`config.mk`:
```
export PLATFORM = sky130hd
export DESIGN_NAME = pdseq_top
export DESIGN_NICKNAME = d
export VERILOG_FILES = /design/src/rtl/pdseq_pkg.sv /design/src/rtl/pdseq_idle_track.sv /design/src/rtl/pdseq_rst_timer.sv /design/src/rtl/pdseq_order_chk.sv /design/src/rtl/pdseq_top.sv
export SDC_FILE = /design/constraint.sdc
export NUM_CORES = 1
export LEC_CHECK = 0
export ABC_CLOCK_PERIOD_IN_PS = 4150
export BUFFER_PORTS_ARGS = -buffer_cell sky130_fd_sc_hd__buf_2
export CAP_MARGIN = 20
export CORE_UTILIZATION = 52
export DETAILED_ROUTE_END_ITERATION = 12
export PLACE_DENSITY = 0.82
export SYNTH_ARGS = -nofsm -noshare
export SYNTH_HDL_FRONTEND = slang
export SYNTH_SLANG_ARGS = --single-unit
export TNS_END_PERCENT = 30
```
`constraint.sdc`:
```
create_clock -name clk_i -period 4.15 [get_ports clk_i]
set_clock_uncertainty 0.05 [all_clocks]
set_input_delay 0.6225 -clock clk_i [delete_from_list [all_inputs] [get_ports clk_i]]
set_output_delay 0.6225 -clock clk_i [all_outputs]
set_load 0.03 [all_outputs]
```
`src/rtl/pdseq_pkg.sv`:
```
package pdseq_pkg;
  typedef enum logic [3:0] {
    ST_RUN, ST_SAVE, ST_ARM, ST_W_VREL, ST_W_PLL, ST_W_RST,
    ST_RST, ST_RESTORE, ST_W_CLK
  } seq_st_e;

  typedef enum logic [1:0] {
    VT_NOM = 2'b00,
    VT_RET = 2'b01,
    VT_LFM = 2'b10
  } vtgt_e;

  localparam int unsigned NUM_PINS = 4;
endpackage

```
`src/rtl/pdseq_idle_track.sv`:
```
module pdseq_idle_track #(
  parameter int unsigned NUM_THR = 2
) (
  input  logic               clk_i,
  input  logic               rst_ni,
  input  logic [NUM_THR-1:0] mwait_hint_i,
  input  logic [NUM_THR-1:0] lvl6_rd_i,
  input  logic [NUM_THR-1:0] thr_wake_i,
  input  logic               clr_i,
  output logic               all_idle_o,
  output logic               leave_o
);
  logic [NUM_THR-1:0] idle_q;

  for (genvar t = 0; t < NUM_THR; t++) begin : g_thr
    always_ff @(posedge clk_i or negedge rst_ni) begin
      if (!rst_ni)                             idle_q[t] <= 1'b0;
      else if (clr_i || thr_wake_i[t])        idle_q[t] <= 1'b0;
      else if (mwait_hint_i[t] || lvl6_rd_i[t]) idle_q[t] <= 1'b1;
    end

    AST_IDLE_SET: assert property (@(posedge clk_i) disable iff (!rst_ni)
      ($past(mwait_hint_i[t] || lvl6_rd_i[t]) && !$past(thr_wake_i[t]) && !$past(clr_i))
      |-> idle_q[t]);
  end

  assign all_idle_o = &idle_q;
  // a wake this cycle counts as leaving, so abort is not delayed a cycle
  assign leave_o    = (|thr_wake_i) || !(&idle_q);
endmodule

```
`src/rtl/pdseq_rst_timer.sv`:
```
module pdseq_rst_timer #(
  parameter int unsigned RST_CYC = 16
) (
  input  logic clk_i,
  input  logic rst_ni,
  input  logic run_i,
  output logic done_o
);
  localparam int unsigned CNT_W = (RST_CYC > 1) ? $clog2(RST_CYC) : 1;
  localparam logic [CNT_W-1:0] LAST = CNT_W'(RST_CYC - 1);

  logic [CNT_W-1:0] cnt_q;

  always_ff @(posedge clk_i or negedge rst_ni) begin
    if (!rst_ni)    cnt_q <= '0;
    else if (!run_i) cnt_q <= '0;
    else if (!done_o) cnt_q <= cnt_q + 1'b1;
  end

  assign done_o = run_i && (cnt_q == LAST);

  AST_CNT_RANGE: assert property (@(posedge clk_i) disable iff (!rst_ni)
    cnt_q <= LAST);
endmodule

```
`src/rtl/pdseq_order_chk.sv`:
```
module pdseq_order_chk
  import pdseq_pkg::*;
(
  input  logic [NUM_PINS-1:0] rel_i,   // 1 = released, index = release order
  input  logic [1:0]          stage_i, // pin expected next
  input  logic                en_i,
  output logic                adv_o,
  output logic                err_o
);
  logic early;

  always_comb begin
    early = 1'b0;
    for (int k = 0; k < NUM_PINS; k++)
      if (k > int'(stage_i) && rel_i[k]) early = 1'b1;
  end

  assign err_o = en_i && early;
  assign adv_o = en_i && !early && rel_i[stage_i];
endmodule

```
`src/rtl/pdseq_top.sv`:
```
module pdseq_top
  import pdseq_pkg::*;
#(
  parameter int unsigned NUM_THR = 2,
  parameter int unsigned WAY_W   = 4,
  parameter int unsigned RST_CYC = 16
) (
  input  logic               clk_i,
  input  logic               rst_ni,
  input  logic [NUM_THR-1:0] mwait_hint_i,
  input  logic [NUM_THR-1:0] lvl6_rd_i,
  input  logic [NUM_THR-1:0] thr_wake_i,
  input  logic [WAY_W-1:0]   l2_ways_i,
  input  logic               save_done_i,
  input  logic               restore_done_i,
  input  logic               deeper_stop_ni,
  input  logic               deep_sleep_ni,
  input  logic               sleep_ni,
  input  logic               stop_clk_ni,
  output logic               save_req_o,
  output logic               restore_req_o,
  output logic [1:0]         vtgt_o,
  output logic               pll_en_o,
  output logic               core_rst_o,
  output logic               snoop_free_o,
  output logic               running_o,
  output logic               seq_err_o
);
  seq_st_e st_q, st_d;
  logic    all_idle, leave, rst_done, adv, err, chk_en, entry_ok, err_q;
  logic [1:0] stage;
  logic [NUM_PINS-1:0] rel;

  assign rel = {stop_clk_ni, sleep_ni, deep_sleep_ni, deeper_stop_ni};

  pdseq_idle_track #(.NUM_THR(NUM_THR)) i_idle (
    .clk_i, .rst_ni, .mwait_hint_i, .lvl6_rd_i, .thr_wake_i,
    .clr_i(core_rst_o), .all_idle_o(all_idle), .leave_o(leave)
  );

  pdseq_rst_timer #(.RST_CYC(RST_CYC)) i_tmr (
    .clk_i, .rst_ni, .run_i(st_q == ST_RST), .done_o(rst_done)
  );

  always_comb begin
    chk_en = 1'b1;
    unique case (st_q)
      ST_W_VREL: stage = 2'd0;
      ST_W_PLL:  stage = 2'd1;
      ST_W_RST:  stage = 2'd2;
      ST_RST, ST_RESTORE, ST_W_CLK: stage = 2'd3;
      default: begin stage = 2'd3; chk_en = 1'b0; end
    endcase
  end

  pdseq_order_chk i_ord (.rel_i(rel), .stage_i(stage), .en_i(chk_en),
                         .adv_o(adv), .err_o(err));

  assign entry_ok = all_idle && (l2_ways_i == '0) && !(|thr_wake_i);

  always_comb begin
    st_d = st_q;
    unique case (st_q)
      ST_RUN:     if (entry_ok) st_d = ST_SAVE;
      ST_SAVE:    if (leave) st_d = ST_RUN;
                  else if (save_done_i) st_d = ST_ARM;
      ST_ARM:     if (rel == '0) st_d = ST_W_VREL;
      ST_W_VREL:  if (adv) st_d = ST_W_PLL;
      ST_W_PLL:   if (adv) st_d = ST_W_RST;
      ST_W_RST:   if (adv) st_d = ST_RST;
      ST_RST:     if (rst_done) st_d = ST_RESTORE;
      ST_RESTORE: if (restore_done_i) st_d = ST_W_CLK;
      ST_W_CLK:   if (adv) st_d = ST_RUN;
      default:    st_d = ST_RUN;
    endcase
  end

  always_ff @(posedge clk_i or negedge rst_ni) begin
    if (!rst_ni) begin
      st_q  <= ST_RUN;
      err_q <= 1'b0;
    end else begin
      st_q  <= st_d;
      err_q <= err_q | err;
    end
  end

  always_comb begin
    unique case (st_q)
      ST_RUN, ST_SAVE:            vtgt_o = VT_NOM;
      ST_ARM, ST_W_VREL, ST_W_PLL: vtgt_o = VT_RET;
      default:                    vtgt_o = VT_LFM;
    endcase
  end

  assign save_req_o    = (st_q == ST_SAVE);
  assign restore_req_o = (st_q == ST_RESTORE);
  assign core_rst_o    = (st_q == ST_RST);
  assign pll_en_o      = (vtgt_o != VT_RET);
  assign snoop_free_o  = (st_q inside {ST_ARM, ST_W_VREL, ST_W_PLL, ST_W_RST});
  assign running_o     = (st_q == ST_RUN);
  assign seq_err_o     = err_q;

  AST_ENTRY_GATE: assert property (@(posedge clk_i) disable iff (!rst_ni)
    ($rose(save_req_o) && $past(running_o)) |-> $past(entry_ok));
  AST_VDROP_AFTER_SAVE: assert property (@(posedge clk_i) disable iff (!rst_ni)
    (vtgt_o == VT_RET && $past(vtgt_o) == VT_NOM) |-> $past(save_done_i));
  AST_NO_RESTORE_ON_ABORT: assert property (@(posedge clk_i) disable iff (!rst_ni)
    ($past(save_req_o) && running_o) |-> !restore_req_o);
  AST_PLL_AT_LFM: assert property (@(posedge clk_i) disable iff (!rst_ni)
    $rose(pll_en_o) |-> (vtgt_o == VT_LFM));
  AST_RESTORE_AFTER_RST: assert property (@(posedge clk_i) disable iff (!rst_ni)
    $rose(restore_req_o) |-> $past(core_rst_o));
  AST_RUN_AFTER_RESTORE: assert property (@(posedge clk_i) disable iff (!rst_ni)
    $rose(running_o) |-> ($past(st_q) == ST_W_CLK || $past(st_q) == ST_SAVE));
  AST_HOLD_ON_ERR: assert property (@(posedge clk_i) disable iff (!rst_ni)
    err |=> (st_q == $past(st_q)));
  AST_ERR_STICKY: assert property (@(posedge clk_i) disable iff (!rst_ni)
    $past(seq_err_o) |-> seq_err_o);
  AST_ARM_QUIET: assert property (@(posedge clk_i) disable iff (!rst_ni)
    ($past(st_q) == ST_ARM && $past(rel) != '0) |-> (st_q == ST_ARM && !$rose(seq_err_o)));
endmodule

```
==> results of run 1 <==
==> path summary, 6_finish.rpt <==
check                            endpoint  startpoint  slack, ns
max                            core_rst_o     st_q[2]       1.57
min                        i_tmr.cnt_q[0]      rst_ni       0.16
max in group asynchronous         st_q[3]      rst_ni       3.69
min in group clk_i              seq_err_o   seq_err_o       0.41
min reg2reg                     seq_err_o   seq_err_o       0.41
max reg2reg                       st_q[0]     st_q[0]       1.93
==> per-layer routing <==
| metal | track usage, % | wire (um) | vias up |
|---|---|---|---|
| met5 | 0 | 0 | - |
| met4 | 3.871 | 0 | 0 |
| met3 | 6.522 | 90 | 0 |
| met2 | 31.25 | 794 | 23 |
| met1 | 28.65 | 817 | 342 |
| li1 | - | - | 390 |
==> through the flow <==
step           power, uW  hold slack [ns]  setup WS, ns  std cells
6_report           776.9           0.1574         1.573        130
5_1_grt            832.0           0.1687         1.484        130
4_1_cts            779.0           0.1571         1.571        130
3_5_place_dp       702.2           0.4027         1.852        126
3_3_place_gp       694.5           0.4028         1.875        126
2_1_floorplan      608.1           0.2769         1.755         90
==> state kept, by name, summed over array words and instances, names as in the netlist <==
register       count
seq_err_o          1
i_idle.idle_q      2
st_q               4
i_tmr.cnt_q        4
==> layout by cell type (no fill, tap or decap), types with 2 or more instances in the layout <==
cell type and n:
nor3_1 7, nand2b_1 5, o21ai_0 7, inv_1 4
or3b_2 2, or4_1 3, nand2_1 4, nor3b_1 2
buf_2 26, dfrtp_1 11, nor4b_1 2, a31oi_1 2
clkbuf_4 3, nand3_1 2, nor2_1 7, a21oi_1 2
o211ai_1 3
==> cell families (layout without fill, tap and decap cells) <==
group / after synthesis / in the layout / share of synthesized area [%]
flip-flops: 11 / 11 / 33.85
buffers and inverters: 10 / 35 / 5.845
adder cells (fa/ha/maj): 1 / 1 / 1.538
AO/OA/AOI/OAI: 24 / 24 / 22.31
multiplexers: 3 / 3 / 4.461
AND/OR/NAND/NOR: 40 / 40 / 30.92
XOR/XNOR: 1 / 1 / 1.077
==> cell type report <==
class                           count  area [um2]  share of cell area, %
Clock buffer                        4       26.28                  2.738
Timing Repair Buffer               26       130.1                  13.56
Inverter                            5       18.77                  1.956
Multi-Input combinational cell     69       490.5                  51.11
Sequential cell                    11       275.3                  28.68
Tap cell                           15       18.77                  1.956
==> power by group <==
group	switching (uW)	internal (uW)	total [uW]	leakage, uW
Combinational	286	202	488	0.000274
Sequential	80.0	138	218	0.000137
Clock	33.4	37.2	70.7	0.0000150
Total	399	378	777	0.000426
==> impl_metrics.ini, run 1 <==
[routing]
vias = 755
wire_per_inst_um = 13.09
wl_um = 1702
vias_per_cell = 5.808
drtIter0Drc = 11
remaining_drc_errors = 0
final_antenna_net_count = 0
dr.pass1.iters = 4

[worst_setup_path]
cpLargestDelayFamily = simple AND/OR/NAND/NOR gates
worstPathCellList = nand2b_1 > or3b_2 > inv_2 > buf_2
cp_slowest_stage_delay_ns = 0.58
worstRegToRegCells = 5
arrival_ns = 1.90
cp-end-kind = output pin
critPathKind = reg2out
cp_slowest_cell = dfrtp_1
cp_max_fo = 14
cp.required_ns = 3.48
critPathBufInv = 2
cp.depth = 4
start_kind = flop

[placed_design]
gp_congestion = 0.8573
dp_hpwl_um = 1311
io_buffers = 26
dpl_cell_area_um2 = 933.4

[final_layout]
nets = 135
n_fill_cell = 113
antenna_cells = 0
finish.utilization_pct = 69.41
syn2layout_area_growth_pct = 18.00
final_area_um2 = 959.7
drive_gt1_share_pct = 33.91

[timing]
period_minus_slack_ns = 2.577
slew_headroom_pct = 65.47
finalSetupViolCount = 0
timing.fmax_ghz = 0.3881
hold_viol = 0
rsz0062_at_grt = no
worstMarginPinSlew_ns = 0.5179
fin_crit_sh_pct = 62.09
slew_violations = 0
finalSetupTns_ns = 0

[floorplanning]
core_um2 = 1383
rows = 13
start_util_pct = 58.82
dieWidth_um = 41.55
die-area_um2 = 1726
ios = 27
fp.dieH_um = 41.55

[clock_network]
cts_tree = yes
path_clk_slew_ns = 0.06
clockRootBuffer = clkbuf_4
cts_num_sinks = 11
cts_resized = 0
cts_made_buffers = 3
clk_latency_ns = 0.27
cts_buffer_depth = 2
hold_buffers = 0
post_cts_buffers = 0
ctsHtreeMaxLevel = 1

[global_routing]
grt_max_degree = 20
grt_pass1_vias = 652
grt_pass1_wl_um = 2739
track_usage_pct = 20.49
grt_antenna_before_repair = 0
overflow = 0

[job]
cap_violations = 0

[yosys]
synth_top_area_share_pct = 33.85
synthCells = 90
ys_ff_latch = 11
ys_types = 40
synth_fp_nets = 109
ys.flop_type = dfrtp_1
ys_top_cells_by_area = dfrtp_1 34%, nor3_1 4.3%, o21ai_0 4.3%
synth_most_common_cell = dfrtp_1
avgSynthCellArea_um2 = 9.036
netlist_top_cells_count = 11 x dfrtp_1, 7 x nor2_1, 7 x nor3_1, 7 x o21ai_0, 5 x nand2b_1
async_flop_share_pct = 100.0
synth_area_leader_cell = dfrtp_1
seq_area_frac_synth_pct = 33.85
synth-edff-count = 0
yosys_warnings = 0
syn_area_um2 = 813.3

[hold_path]
hp-class = in2async

[power]
irDropWorstVdd_mv = 0.5480
p_per_area_nw_per_um2 = 809.5
p_leak_uw = 0.0004260

[status]
status = finished clean
Note: power is estimated with default switching activity, not from simulation.
==> run 2, diff against run 1 <==
--- a/config.mk
+++ b/config.mk
@@ -5,12 +5,12 @@
 export SDC_FILE = /design/constraint.sdc
 export NUM_CORES = 1
 export LEC_CHECK = 0
-export ABC_CLOCK_PERIOD_IN_PS = 4150
+export ABC_CLOCK_PERIOD_IN_PS = 2700
 export BUFFER_PORTS_ARGS = -buffer_cell sky130_fd_sc_hd__buf_2
 export CAP_MARGIN = 20
-export CORE_UTILIZATION = 52
+export CORE_UTILIZATION = 49
 export DETAILED_ROUTE_END_ITERATION = 12
-export PLACE_DENSITY = 0.82
+export PLACE_DENSITY = 0.78
 export SYNTH_ARGS = -nofsm -noshare
 export SYNTH_HDL_FRONTEND = slang
 export SYNTH_SLANG_ARGS = --single-unit
==> constraint.sdc (replaced) <==
create_clock -name clk_i -period 2.7 [get_ports clk_i]
set_clock_uncertainty 0.05 [all_clocks]
set_input_delay 0.405 -clock clk_i [delete_from_list [all_inputs] [get_ports clk_i]]
set_output_delay 0.405 -clock clk_i [all_outputs]
set_load 0.03 [all_outputs]
==> run 2 against run 1 <==
Total power rose by 58%; flip-flop and latch count did not move; utilization fell by 4.7 points; register-to-register slack got worse by 1.4 ns; via count rose by 6.4%; critical path depth did not move; design area rose by 2.7%; sequential share of layout area fell by 0.76 points; clock power rose by 63%; sequential power rose by 38%; critical endpoint unchanged; die area rose by 5.8%; routed wire length rose by 12%.
==> impl_metrics.ini, run 2 (synthesis results as in run 1) <==
[global_routing]
track_usage_pct = 22.76
overflow = 0
grt_max_degree = 15
grt_pass1_vias = 699
grt_pass1_wl_um = 3111
grt_antenna_before_repair = 0

[floorplanning]
start_util_pct = 53.37
ios = 27
die-area_um2 = 1827
core_um2 = 1524
dieWidth_um = 42.74
rows = 14
fp.dieH_um = 42.74

[routing]
dr.pass1.iters = 4
wire_per_inst_um = 14.24
remaining_drc_errors = 0
final_antenna_net_count = 0
drtIter0Drc = 13
vias_per_cell = 5.993
vias = 803
wl_um = 1908

[final_layout]
syn2layout_area_growth_pct = 21.23
nets = 138
antenna_cells = 0
drive_gt1_share_pct = 34.75
final_cell_mix = 26 x buf_2, 11 x dfrtp_1, 7 x o21ai_0, 7 x nor2_1, 7 x nor3_1
reg_top3 = i_tmr.cnt_q: 4 flops, st_q: 4 flops, i_idle.idle_q: 2 flops
final_common_cell = buf_2
finish.utilization_pct = 64.70

[clock_network]
clockRootBuffer = clkbuf_4
cts_tree = yes
clk_latency_ns = 0.27
path_clk_slew_ns = 0.07
ctsHtreeMaxLevel = 1
cts_made_buffers = 3
cts_num_sinks = 11
cts_buffer_depth = 2
cts_resized = 0

[job]
cap_violations = 0

[power]
pwr-share-comb_pct = 66.2
swShare_pct = 51.00
seqPwrFrac_pct = 24.5
p_per_area_nw_per_um2 = 1244
p_int_uw = 601.0
p_leak_uw = 0.0004398
irDropWorstVdd_mv = 0.7308
p_sw_uw = 625.5
clkPwrFrac_pct = 9.4

[timing]
worstMarginPinSlew_ns = 0.5028
timing.fmax_ghz = 0.4165
fin_crit_sh_pct = 88.93
slew_headroom_pct = 66.02
finalSetupTns_ns = 0
slew_violations = 0
hold_viol = 0
rsz0062_at_grt = no
finalSetupViolCount = 0
fin_hold_ws_ns = 0.2609
period_minus_slack_ns = 2.401

[placed_design]
io_buffers = 26
gp_congestion = 0.9677
dp_hpwl_um = 1503

[hold_path]
hp-class = in2reg

[worst_setup_path]
arrival_ns = 1.95
cp_max_fo = 12
critPathKind = reg2out
cp-end-kind = output pin
start_kind = flop
cp.required_ns = 2.25

[status]
status = finished clean
[run 2: cell type report]
class	instances	area, um2
sequential	11	275.3
clock buffer	4	26.28
inverter	5	18.77
fill	141	538.0
tap	16	20.02
timing repair buffer	29	155.1
multi-input combinational	69	490.5
[run 2: final timing paths]
check	from	endpoint	slack [ns]	cells past startpoint
max in group asynchronous	rst_ni	st_q[0]	1.91	2
max	st_q[3]	core_rst_o	0.30	4
min reg2reg	seq_err_o	seq_err_o	0.45	1
max reg2reg	st_q[3]	st_q[0]	0.56	6
min in group asynchronous	rst_ni	st_q[1]	0.49	2
min	thr_wake_i[1]	i_idle.idle_q[1]	0.26	2
[run 2: critical path: stages (launching register included)]
cell      delay (ns)
dfrtp_1         0.53
nand2b_1        0.27
or3b_2          0.54
inv_2           0.13
buf_2           0.21
[run 2: per-layer routing]
layer  GRT usage, %  wire length, um  vias up
met5              0                0        -
met1          29.95              845      376
met3          2.553               79        4
met4          9.375               29        0
li1               -                -      401
met2          37.58              954       22
[run 2: power by group through the flow]
| stage | logic, uW | registers (uW) | clock network, uW |
|---|---|---|---|
| 6_report | 811 | 300 | 115 |
| 5_1_grt | 882 | 311 | 124 |
| 4_1_cts | 814 | 297 | 116 |
| 3_5_place_dp | 807 | 302 | 0 |
| 3_3_place_gp | 793 | 299 | 0 |
| 2_1_floorplan | 681 | 254 | 0 |
[run 2: repair_timing]
| action | in CTS | in global routing |
|---|---|---|
| buffers inserted | 0 | 0 |
| hold buffers | 1 | 0 |
| endpoints found under the hold margin | 11 | 0 |
[run 2: metrics by stage]
step                std cells  cell area, um2  total power (uW)  setup WS, ns
detailed placement        129           949.7              1109        0.5849
CTS                       134           985.9              1228        0.3131
floorplan                  90           813.3             934.7        0.5222
finish                    134           985.9              1226        0.2990
global placement          129           949.7              1092        0.6318
global route              134           985.9              1317        0.2293
